File: config.mk
export PLATFORM = sky130hd
export DESIGN_NAME = int_exec_stage
export DESIGN_NICKNAME = d
export VERILOG_FILES = /design/src/rtl/exec_pkg.sv /design/src/rtl/exec_operand.sv /design/src/rtl/exec_addsub.sv /design/src/rtl/exec_shift.sv /design/src/rtl/int_exec_stage.sv
export SDC_FILE = /design/constraint.sdc
export NUM_CORES = 1
export LEC_CHECK = 0
export ABC_CLOCK_PERIOD_IN_PS = 6680
export BUFFER_PORTS_ARGS = -buffer_cell sky130_fd_sc_hd__buf_2
export CAP_MARGIN = 20
export CORE_MARGIN = 2
export CORE_UTILIZATION = 45
export DETAILED_ROUTE_END_ITERATION = 12
export GPL_ROUTABILITY_DRIVEN = 1
export HOLD_SLACK_MARGIN = 0.03
export PLACE_DENSITY = 0.65
export SLEW_MARGIN = 20
export SYNTH_ARGS = -nofsm -noshare
export SYNTH_HDL_FRONTEND = slang
export SYNTH_SLANG_ARGS = --single-unit
File: constraint.sdc
create_clock -name clk -period 6.68 [get_ports clk]
set_clock_uncertainty 0.15 [all_clocks]
set_input_delay 0.668 -clock clk [delete_from_list [all_inputs] [get_ports clk]]
set_output_delay 0.668 -clock clk [all_outputs]
set_load 0.02 [all_outputs]
File: src/rtl/exec_pkg.sv
package exec_pkg;

    localparam int XLEN    = 32;
    localparam int IMM_W   = 16;
    localparam int OP_W    = 5;
    localparam int SHAMT_W = $clog2(XLEN);
    localparam int BYTE_W  = 8;

    typedef enum logic [OP_W-1:0] {
        OP_NONE  = 5'd0,
        OP_ADD   = 5'd1,
        OP_ADDU  = 5'd2,
        OP_SUB   = 5'd3,
        OP_SUBU  = 5'd4,
        OP_ADDI  = 5'd5,
        OP_ADDIU = 5'd6,
        OP_SLT   = 5'd7,
        OP_SLTU  = 5'd8,
        OP_SLTI  = 5'd9,
        OP_SLTIU = 5'd10,
        OP_AND   = 5'd11,
        OP_OR    = 5'd12,
        OP_ANDI  = 5'd13,
        OP_ORI   = 5'd14,
        OP_SLL   = 5'd15,
        OP_SRL   = 5'd16,
        OP_LB    = 5'd17,
        OP_LBU   = 5'd18
    } op_e;

    // Where the second operand comes from
    typedef enum logic [1:0] {
        BSRC_REG  = 2'd0,
        BSRC_SEXT = 2'd1,
        BSRC_ZEXT = 2'd2
    } bsrc_e;

    // Which unit drives the result
    typedef enum logic [2:0] {
        SEL_ZERO = 3'd0,
        SEL_SUM  = 3'd1,
        SEL_LT   = 3'd2,
        SEL_AND  = 3'd3,
        SEL_OR   = 3'd4,
        SEL_SHL  = 3'd5,
        SEL_SHR  = 3'd6,
        SEL_BYTE = 3'd7
    } sel_e;

    typedef struct packed {
        bsrc_e bsrc;
        logic  sub;      // invert second operand, carry in 1
        logic  trap_en;  // signed overflow raises the trap
        logic  sgn;      // signed compare / sign-filled byte
        sel_e  sel;
    } ctrl_t;

    function automatic ctrl_t decode(input logic [OP_W-1:0] code);
        ctrl_t c;
        c = '{bsrc: BSRC_REG, sub: 1'b0, trap_en: 1'b0, sgn: 1'b0, sel: SEL_ZERO};
        case (code)
            OP_ADD:   begin c.sel = SEL_SUM; c.trap_en = 1'b1; end
            OP_ADDU:  begin c.sel = SEL_SUM; end
            OP_SUB:   begin c.sel = SEL_SUM; c.sub = 1'b1; c.trap_en = 1'b1; end
            OP_SUBU:  begin c.sel = SEL_SUM; c.sub = 1'b1; end
            OP_ADDI:  begin c.sel = SEL_SUM; c.bsrc = BSRC_SEXT; c.trap_en = 1'b1; end
            OP_ADDIU: begin c.sel = SEL_SUM; c.bsrc = BSRC_SEXT; end
            OP_SLT:   begin c.sel = SEL_LT; c.sub = 1'b1; c.sgn = 1'b1; end
            OP_SLTU:  begin c.sel = SEL_LT; c.sub = 1'b1; end
            OP_SLTI:  begin c.sel = SEL_LT; c.sub = 1'b1; c.sgn = 1'b1; c.bsrc = BSRC_SEXT; end
            OP_SLTIU: begin c.sel = SEL_LT; c.sub = 1'b1; c.bsrc = BSRC_SEXT; end
            OP_AND:   begin c.sel = SEL_AND; end
            OP_OR:    begin c.sel = SEL_OR; end
            OP_ANDI:  begin c.sel = SEL_AND; c.bsrc = BSRC_ZEXT; end
            OP_ORI:   begin c.sel = SEL_OR; c.bsrc = BSRC_ZEXT; end
            OP_SLL:   begin c.sel = SEL_SHL; end
            OP_SRL:   begin c.sel = SEL_SHR; end
            OP_LB:    begin c.sel = SEL_BYTE; c.sgn = 1'b1; end
            OP_LBU:   begin c.sel = SEL_BYTE; end
            default:  c.sel = SEL_ZERO;
        endcase
        return c;
    endfunction

endpackage

File: src/rtl/exec_operand.sv
module exec_operand
    import exec_pkg::*;
#(
    parameter int W  = XLEN,
    parameter int IW = IMM_W
) (
    input  logic [W-1:0]  reg_val,
    input  logic [IW-1:0] imm,
    input  bsrc_e         bsrc,
    output logic [W-1:0]  opnd
);
    localparam int PAD = W - IW;

    always_comb begin
        case (bsrc)
            BSRC_SEXT: opnd = {{PAD{imm[IW-1]}}, imm};
            BSRC_ZEXT: opnd = {{PAD{1'b0}}, imm};
            default:   opnd = reg_val;
        endcase
    end
endmodule

File: src/rtl/exec_addsub.sv
module exec_addsub
    import exec_pkg::*;
#(
    parameter int W = XLEN
) (
    input  logic [W-1:0] a,
    input  logic [W-1:0] b,
    input  logic         sub,
    output logic [W-1:0] sum,
    output logic         ovf,
    output logic         lt_s,
    output logic         lt_u
);
    logic [W-1:0] b_eff;
    logic         cout;

    assign b_eff       = sub ? ~b : b;
    assign {cout, sum} = {1'b0, a} + {1'b0, b_eff} + {{W{1'b0}}, sub};

    // Same-sign addends whose sum changes sign
    assign ovf  = (a[W-1] == b_eff[W-1]) && (sum[W-1] != a[W-1]);
    // Valid when sub is set
    assign lt_s = sum[W-1] ^ ovf;
    assign lt_u = ~cout;
endmodule

File: src/rtl/exec_shift.sv
module exec_shift
    import exec_pkg::*;
#(
    parameter int W  = XLEN,
    parameter int SW = $clog2(W)
) (
    input  logic [W-1:0]  val,
    input  logic [SW-1:0] amt,
    input  logic          right,
    output logic [W-1:0]  out
);
    logic [W-1:0] stage [0:SW];

    assign stage[0] = val;

    for (genvar i = 0; i < SW; i++) begin : g_stage
        localparam int DIST = 2 ** i;
        logic [W-1:0] moved;
        assign moved = right ? (stage[i] >> DIST) : (stage[i] << DIST);
        assign stage[i+1] = amt[i] ? moved : stage[i];
    end

    assign out = stage[SW];
endmodule

File: src/rtl/int_exec_stage.sv
module int_exec_stage
    import exec_pkg::*;
#(
    parameter int W  = XLEN,
    parameter int IW = IMM_W,
    parameter int SW = SHAMT_W,
    parameter int BW = BYTE_W
) (
    input  logic              clk,
    input  logic              rst,
    input  logic              in_valid,
    input  logic [OP_W-1:0]   op,
    input  logic [W-1:0]      rs_val,
    input  logic [W-1:0]      rt_val,
    input  logic [IW-1:0]     imm,
    input  logic [SW-1:0]     shamt,
    output logic [W-1:0]      result_q,
    output logic              valid_q,
    output logic              trap_q
);
    ctrl_t        ctrl;
    logic [W-1:0] b_opnd;
    logic [W-1:0] sum;
    logic         ovf, lt_s, lt_u;
    logic [W-1:0] shifted;
    logic [W-1:0] res_d;
    logic         trap_d;

    assign ctrl = decode(op);

    exec_operand #(.W(W), .IW(IW)) u_opnd (
        .reg_val (rt_val),
        .imm     (imm),
        .bsrc    (ctrl.bsrc),
        .opnd    (b_opnd)
    );

    exec_addsub #(.W(W)) u_addsub (
        .a    (rs_val),
        .b    (b_opnd),
        .sub  (ctrl.sub),
        .sum  (sum),
        .ovf  (ovf),
        .lt_s (lt_s),
        .lt_u (lt_u)
    );

    exec_shift #(.W(W), .SW(SW)) u_shift (
        .val   (rt_val),
        .amt   (shamt),
        .right (ctrl.sel == SEL_SHR),
        .out   (shifted)
    );

    always_comb begin
        case (ctrl.sel)
            SEL_SUM:  res_d = sum;
            SEL_LT:   res_d = {{(W-1){1'b0}}, (ctrl.sgn ? lt_s : lt_u)};
            SEL_AND:  res_d = rs_val & b_opnd;
            SEL_OR:   res_d = rs_val | b_opnd;
            SEL_SHL,
            SEL_SHR:  res_d = shifted;
            SEL_BYTE: res_d = {{(W-BW){ctrl.sgn & rs_val[BW-1]}}, rs_val[BW-1:0]};
            default:  res_d = '0;
        endcase
    end

    assign trap_d = in_valid & ctrl.trap_en & ovf;

    always_ff @(posedge clk) begin
        if (rst) begin
            result_q <= '0;
            valid_q  <= 1'b0;
            trap_q   <= 1'b0;
        end else begin
            result_q <= res_d;
            valid_q  <= in_valid & ~trap_d;
            trap_q   <= trap_d;
        end
    end


    reset_clear_chk: assert property (@(posedge clk)
        rst |=> (result_q == '0 && !valid_q && !trap_q));


    trap_blocks_valid_chk: assert property (@(posedge clk) disable iff (rst)
        trap_q |-> !valid_q);


    idle_no_flags_chk: assert property (@(posedge clk) disable iff (rst)
        !in_valid |=> (!valid_q && !trap_q));


    no_overflow_chk: assert property (@(posedge clk) disable iff (rst)
        (op == OP_ADDU || op == OP_SUBU || op == OP_ADDIU) |=> !trap_q);


    mixed_sign_add_chk: assert property (@(posedge clk) disable iff (rst)
        (op == OP_ADD && rs_val[W-1] != rt_val[W-1]) |=> !trap_q);


    lt_upper_zero_chk: assert property (@(posedge clk) disable iff (rst)
        (op == OP_SLT || op == OP_SLTU) |=> (result_q[W-1:1] == '0));


    unlisted_zero_chk: assert property (@(posedge clk) disable iff (rst)
        (op == OP_NONE || op > OP_LBU) |=> (result_q == '0 && !trap_q));
endmodule

## Yosys cells after proc, flatten, opt, wreduce, memory -nomap -nowiden

Index checks and enable logic that the tools add are counted.

- Multiply operators: 0
- $add $sub $neg: 2
- Div/mod/pow operators: 0
- Mux-type cells: 19
- Shifts and indexed selects: 0
- Reductions and logical operators: 12
- Bitwise logic cells: 10
- Equal/unequal tests: 29
- Magnitude comparators: 0

Operators by type and width:

| kind | number |
|---|---|
| two-way mux 32 bit | 11 |
| one-hot mux 32 bit (6 select lines) | 1 |
| one-hot mux 32 bit (2 select lines) | 1 |
| == test 5 x 4 -> 1 bit (second input constant) | 8 |
| adder 32 x 32 -> 33 bit | 1 |
| adder 33 x 1 -> 33 bit | 1 |
| AND 32 bit | 1 |
| inverter 32 bit | 1 |
| bitwise OR 32 bit | 1 |
| one-hot mux 3 bit (7 select lines) | 1 |
| == test 5 x 3 -> 1 bit (second input constant) | 4 |
| == test 5 bit (second input constant) | 3 |
| == test 3 bit (second input constant) | 4 |
| OR reduction 6 bit | 2 |
| == test 5 x 2 -> 1 bit (second input constant) | 2 |
| OR reduction 2 bit | 5 |
| OR reduction 4 bit | 2 |
| == test 3 x 2 -> 1 bit (second input constant) | 2 |
| OR reduction 3 bit | 2 |
| == test 5 x 1 -> 1 bit (second input constant) | 1 |
| AND 1 bit | 4 |
| two-way mux 1 bit | 4 |
| one-hot mux 2 bit (2 select lines) | 1 |
| == test 3 x 1 -> 1 bit (second input constant) | 1 |
| other kinds (7) | 8 |

- Output and inout port bits: 34
- Bits in latches: 0
- ROM bits: 0
- Flip-flop bits (word level): 34
- Memories kept: 0
- Bits in writable memories: 0

## Longest topological paths before layout

- Word-level depth: 15
- Depth in mapped cells: 23
- Depth with buffers taken out: 19

## By module

Synthesis repeated with hierarchy kept, for this count alone.

- Cell total of the unflattened synthesis: 1,310
- Area, all modules: 8,994.9 µm²

By module, submodules not included:

| module | area each (µm²) | sequential area each (µm²) | instances | cells each |
|---|---|---|---|---|
| exec_shift | 4,182.8 | 0.0 | 1 | 640 |
| exec_addsub | 2,169.6 | 0.0 | 1 | 297 |
| int_exec_stage | 2,152.1 | 680.7 | 1 | 280 |
| exec_operand | 490.5 | 0.0 | 1 | 93 |

## Least setup slack after synthesis

No wires, ideal clock.

- Kind: input -> register
- From: input op[0]
- To: register valid_q
- Cell stages on the path: 22
- Library setup time: 0.115 ns
- Setup slack: 1.017 ns
- Data arrival time: 5.398 ns
- Required time: 6.415 ns
- Buffers on the path: 7
- Cell sequence: buf_2 buf_1 clkbuf_1 xnor2_1 or3_1 ha_1 clkbuf_1 clkbuf_1 clkbuf_1 a21oi_1 xor2_1 ha_1 clkbuf_1 nand4_1 nor3_1 nand3_1 o221ai_1 o31ai_1 o211ai_1 xor2_1 nand4_1 and3b_1

- Longest elaborated chain between the ends: 14
- Elaborated cells between the ends (all ways): 32

Ends and longest elaborated chain:

| element | line | RTL |
|---|---|---|
| from (decl) | int_exec_stage.sv:12 | `input logic [OP_W-1:0] op,` |
| == test 5 x 4 -> 1 bit or == test 5 x 3 -> 1 bit (tied branches) | exec_pkg.sv:61 | `case (code)` |
| OR reduction 4 bit (no line) or OR reduction 2 bit (tied branches) | -- |  |
| one-hot mux 2 bit (2 select lines) | exec_pkg.sv:61 |  |
| == test 2 bit or == test 2 x 1 -> 1 bit (tied branches) | exec_operand.sv:15 | `case (bsrc)` |
| one-hot mux 32 bit (2 select lines) | exec_operand.sv:15 |  |
| inverter 32 bit | exec_addsub.sv:17 | `assign b_eff = sub ? ~b : b;` |
| two-way mux 32 bit | exec_addsub.sv:17 |  |
| adder 32 x 32 -> 33 bit | exec_addsub.sv:18 | `assign {cout, sum} = {1'b0, a} + {1'b0, b_eff} + {{W{1'b0}}, sub};` |
| adder 33 x 1 -> 33 bit | exec_addsub.sv:18 |  |
| != test 1 bit | exec_addsub.sv:21 | `assign ovf = (a[W-1] == b_eff[W-1]) && (sum[W-1] != a[W-1]);` |
| logical AND 1 bit | exec_addsub.sv:21 |  |
| AND 1 bit * | int_exec_stage.sv:68 | `assign trap_d = in_valid & ctrl.trap_en & ovf;` |
| inverter 1 bit * | int_exec_stage.sv:77 | `valid_q <= in_valid & ~trap_d;` |
| AND 1 bit * | int_exec_stage.sv:77 |  |
| to (signal assigned) | int_exec_stage.sv:77 |  |
| to (decl) | int_exec_stage.sv:18 | `output logic valid_q,` |

Mark *: on every way between the ends. The rest lies on a longest branch, timed or not.
A chain may end at the register's enable or synchronous reset.

## Worst setup path after layout

- From: input op[3]
- To: register valid_q

Same word-level chain as after synthesis.

==> qor.csv <==
metric,value,unit
fillers,1821,
register area,680.7,sq um
GRT Total Usage,38.62,%
Synth Net Count,1333,
setup violators final,0,
Synth area leaders,"a21oi_1, dfxtp_1, nand2_1",
Post-CTS Setup Inserts,0,
peak supply drop,0.1022,mV
DPL Wire Length,28270,um
critical path class,input port to flop,
post_cts resized,0,
Max Cap Viol,0,
Slew @ Worst Pin,1.097,ns
clk slew on worst S/H paths,0.07,ns
Leak,3.503,nW
pwr dens,157.3,nW/um^2
"EDFF count, synth",0,
Boundary Pins,127,
Pwr Total,0.001370,W
largest net degree at the start of global routing,84,
synthesis-stage register bit count,34,
Num CTS Buffers,5,
WL per Instance,24.98,um
post-synthesis sequential area ratio,8.562,%
RSZ-0062 raised after global routing,false,
DRC viols,0,
area of the multi-input gates,6665,sq um
most common cell in the synthesized netlist,a21oi_1,
"Hold-fix buffers, CTS",0,
area grow syn2layout,9.553,%
critical path capture point type,flop,
Final Cycle Share,86.07,%
Final Hold Viols,0,
Setup crit start kind,input port,
remaining global-route overflow,0,
floorplan row count,48,
final net count,1381,
clk buf depth,2,
TritonCTS Sinks,34,
Synth area leader,a21oi_1,
die width,136.9,um
Max H-tree Level,2,
crit-path max FO,19,
area share of the largest cell type after synthesis,10.01,%
Slew Limit Fails,0,
Final Hold Slack,0.4651,ns
Achievable Freq,173.9,MHz
core area,17300,sq um
synth cell count leaders,"a21oi_1, nand2_1, nor2_1, o21ai_0, clkbuf_1",
root buffer cell,clkbuf_16,
Syn Area/Cell,6.609,sq um
library cells used by synthesis,92,
Slew Limit Headroom,26.33,%
total wire length,36890,um
via count,10450,
yosys synthesis warning count,0,
Min-Delay Path Class,input port to flop,
TritonCTS clock tree,done,
Post-synth top flop,dfxtp_1,
Async SR Flop Fraction,0,%
DRT iter0 DRCs,1642,
antenna violations before repair,2,
Syn Inst Count,1203,
min Tclk post-route,5.750,ns
die span in y,136.9,um
synthesized cell area,7950,sq um
first-pass GRT wire length,55030,um
vias in the first global route,9279,
DR pass1 iterations,7,
routability congestion estimate,1.076,
die area,18750,sq um
Antenna diodes,0,
vias per inst,7.075,
Post-DRT Antenna Nets,0,
Starting Density,45.96,%
sum of negative setup slack,0,ns
# port buffers,126,
arrival time worst endpoint,5.80,ns
required time of the critical path,6.73,ns
status,finished clean,
ratio of cells with drive above 1 in the final layout,15.97,%
[metrics by stage]
stage | setup slack, ns | instance area [sq um] | utilization, % | std cells
2_1_floorplan | 1.017 | 7950 | - | 1203
3_3_place_gp | 0.9316 | 8562 | 49.50 | 1469
3_5_place_dp | 0.8045 | 8562 | 49.50 | 1469
4_1_cts | 1.107 | 8710 | 50.35 | 1477
5_1_grt | 0.6348 | 8710 | 50.35 | 1477
6_report | 0.9303 | 8710 | 50.35 | 1477
[critical path, stage by stage]
cell      delay [ns]
buf_2           0.25
nor2b_1         0.32
nor2_1          0.08
or3_1           0.37
ha_1            0.64
nor2_1          0.11
buf_4           0.21
a22oi_1         0.41
xnor2_1         0.12
ha_1            0.44
nand4_1         0.21
nor3_1          0.36
nand3_1         0.12
o221ai_1        0.23
o31ai_1         0.12
buf_4           0.16
o211ai_1        0.35
xor2_1          0.30
nand4_1         0.15
and3b_1         0.18
[layout make-up]
class,count,share of cell area (%)
Inverter,43,1.853
Multi-Input combinational cell,1022,76.53
Timing Repair Buffer,145,8.878
Tap cell,225,3.232
Sequential cell,34,7.815
Clock inverter,1,0.05746
Clock buffer,7,1.638
[report_power, final]
part	total (W)	switching (W)	internal [W]	leakage (nW)
clock	0.000241	0.0000932	0.000148	0.0739
combinational	0.000910	0.000590	0.000320	3.15
sequential	0.000219	0.00000391	0.000215	0.276
total	0.00137	0.000687	0.000683	3.50
[worst paths after layout]
kind / startpoint / endpoint / slack [ns] / cells past startpoint
worst max-delay path: op[3] / valid_q$_SDFF_PP0_ / 0.93 / 20
worst min-delay path: rst / trap_q$_SDFF_PP0_ / 0.47 / 2
[cells in the final DEF, fill, tap and decap left out, types with 6 or more instances in the layout]
cell       count
nand2_1      123
a31oi_1       34
a22o_1         8
nor2_1        92
a211oi_1      14
xnor2_1       24
buf_4         19
a22oi_1       14
o22ai_1       11
and3_1         7
a21oi_1      159
a21o_1        14
o21ai_1       14
nand3_1       57
ha_1          36
mux4_2         9
inv_1         39
buf_2        126
nand4_1        9
o211ai_1      11
or3_1         10
xor2_1        36
a221oi_1      17
o2111ai_1      6
dfxtp_1       34
o21ai_0       89
mux2i_1       12
nor2b_1       12
a311oi_1      18
o221ai_1      11
o21bai_1       8
o21a_1        10
and2_1         7
o31ai_1        6
nor3_1        24
[flip-flops by register name (all words and copies together), names as in the netlist]
signal,cells
result_q,32
trap_q,1
valid_q,1
[per-layer routing]
metal / GRT usage (%) / routed length (um)
met1: 51.29 / 14450
met2: 56.14 / 15110
met3: 12.85 / 5288
met4: 17.98 / 2034
met5: 0 / 9
[kinds of logic after synthesis]
family / after synthesis / synth area share (%)
compound gates: 523 / 43.58
simple gates: 377 / 22.63
buf+inv: 147 / 8.074
xor+xnor: 60 / 6.610
fa+ha+maj: 37 / 5.918
flops: 34 / 8.562
mux: 25 / 4.627
Note: power is estimated with default switching activity, not from simulation.
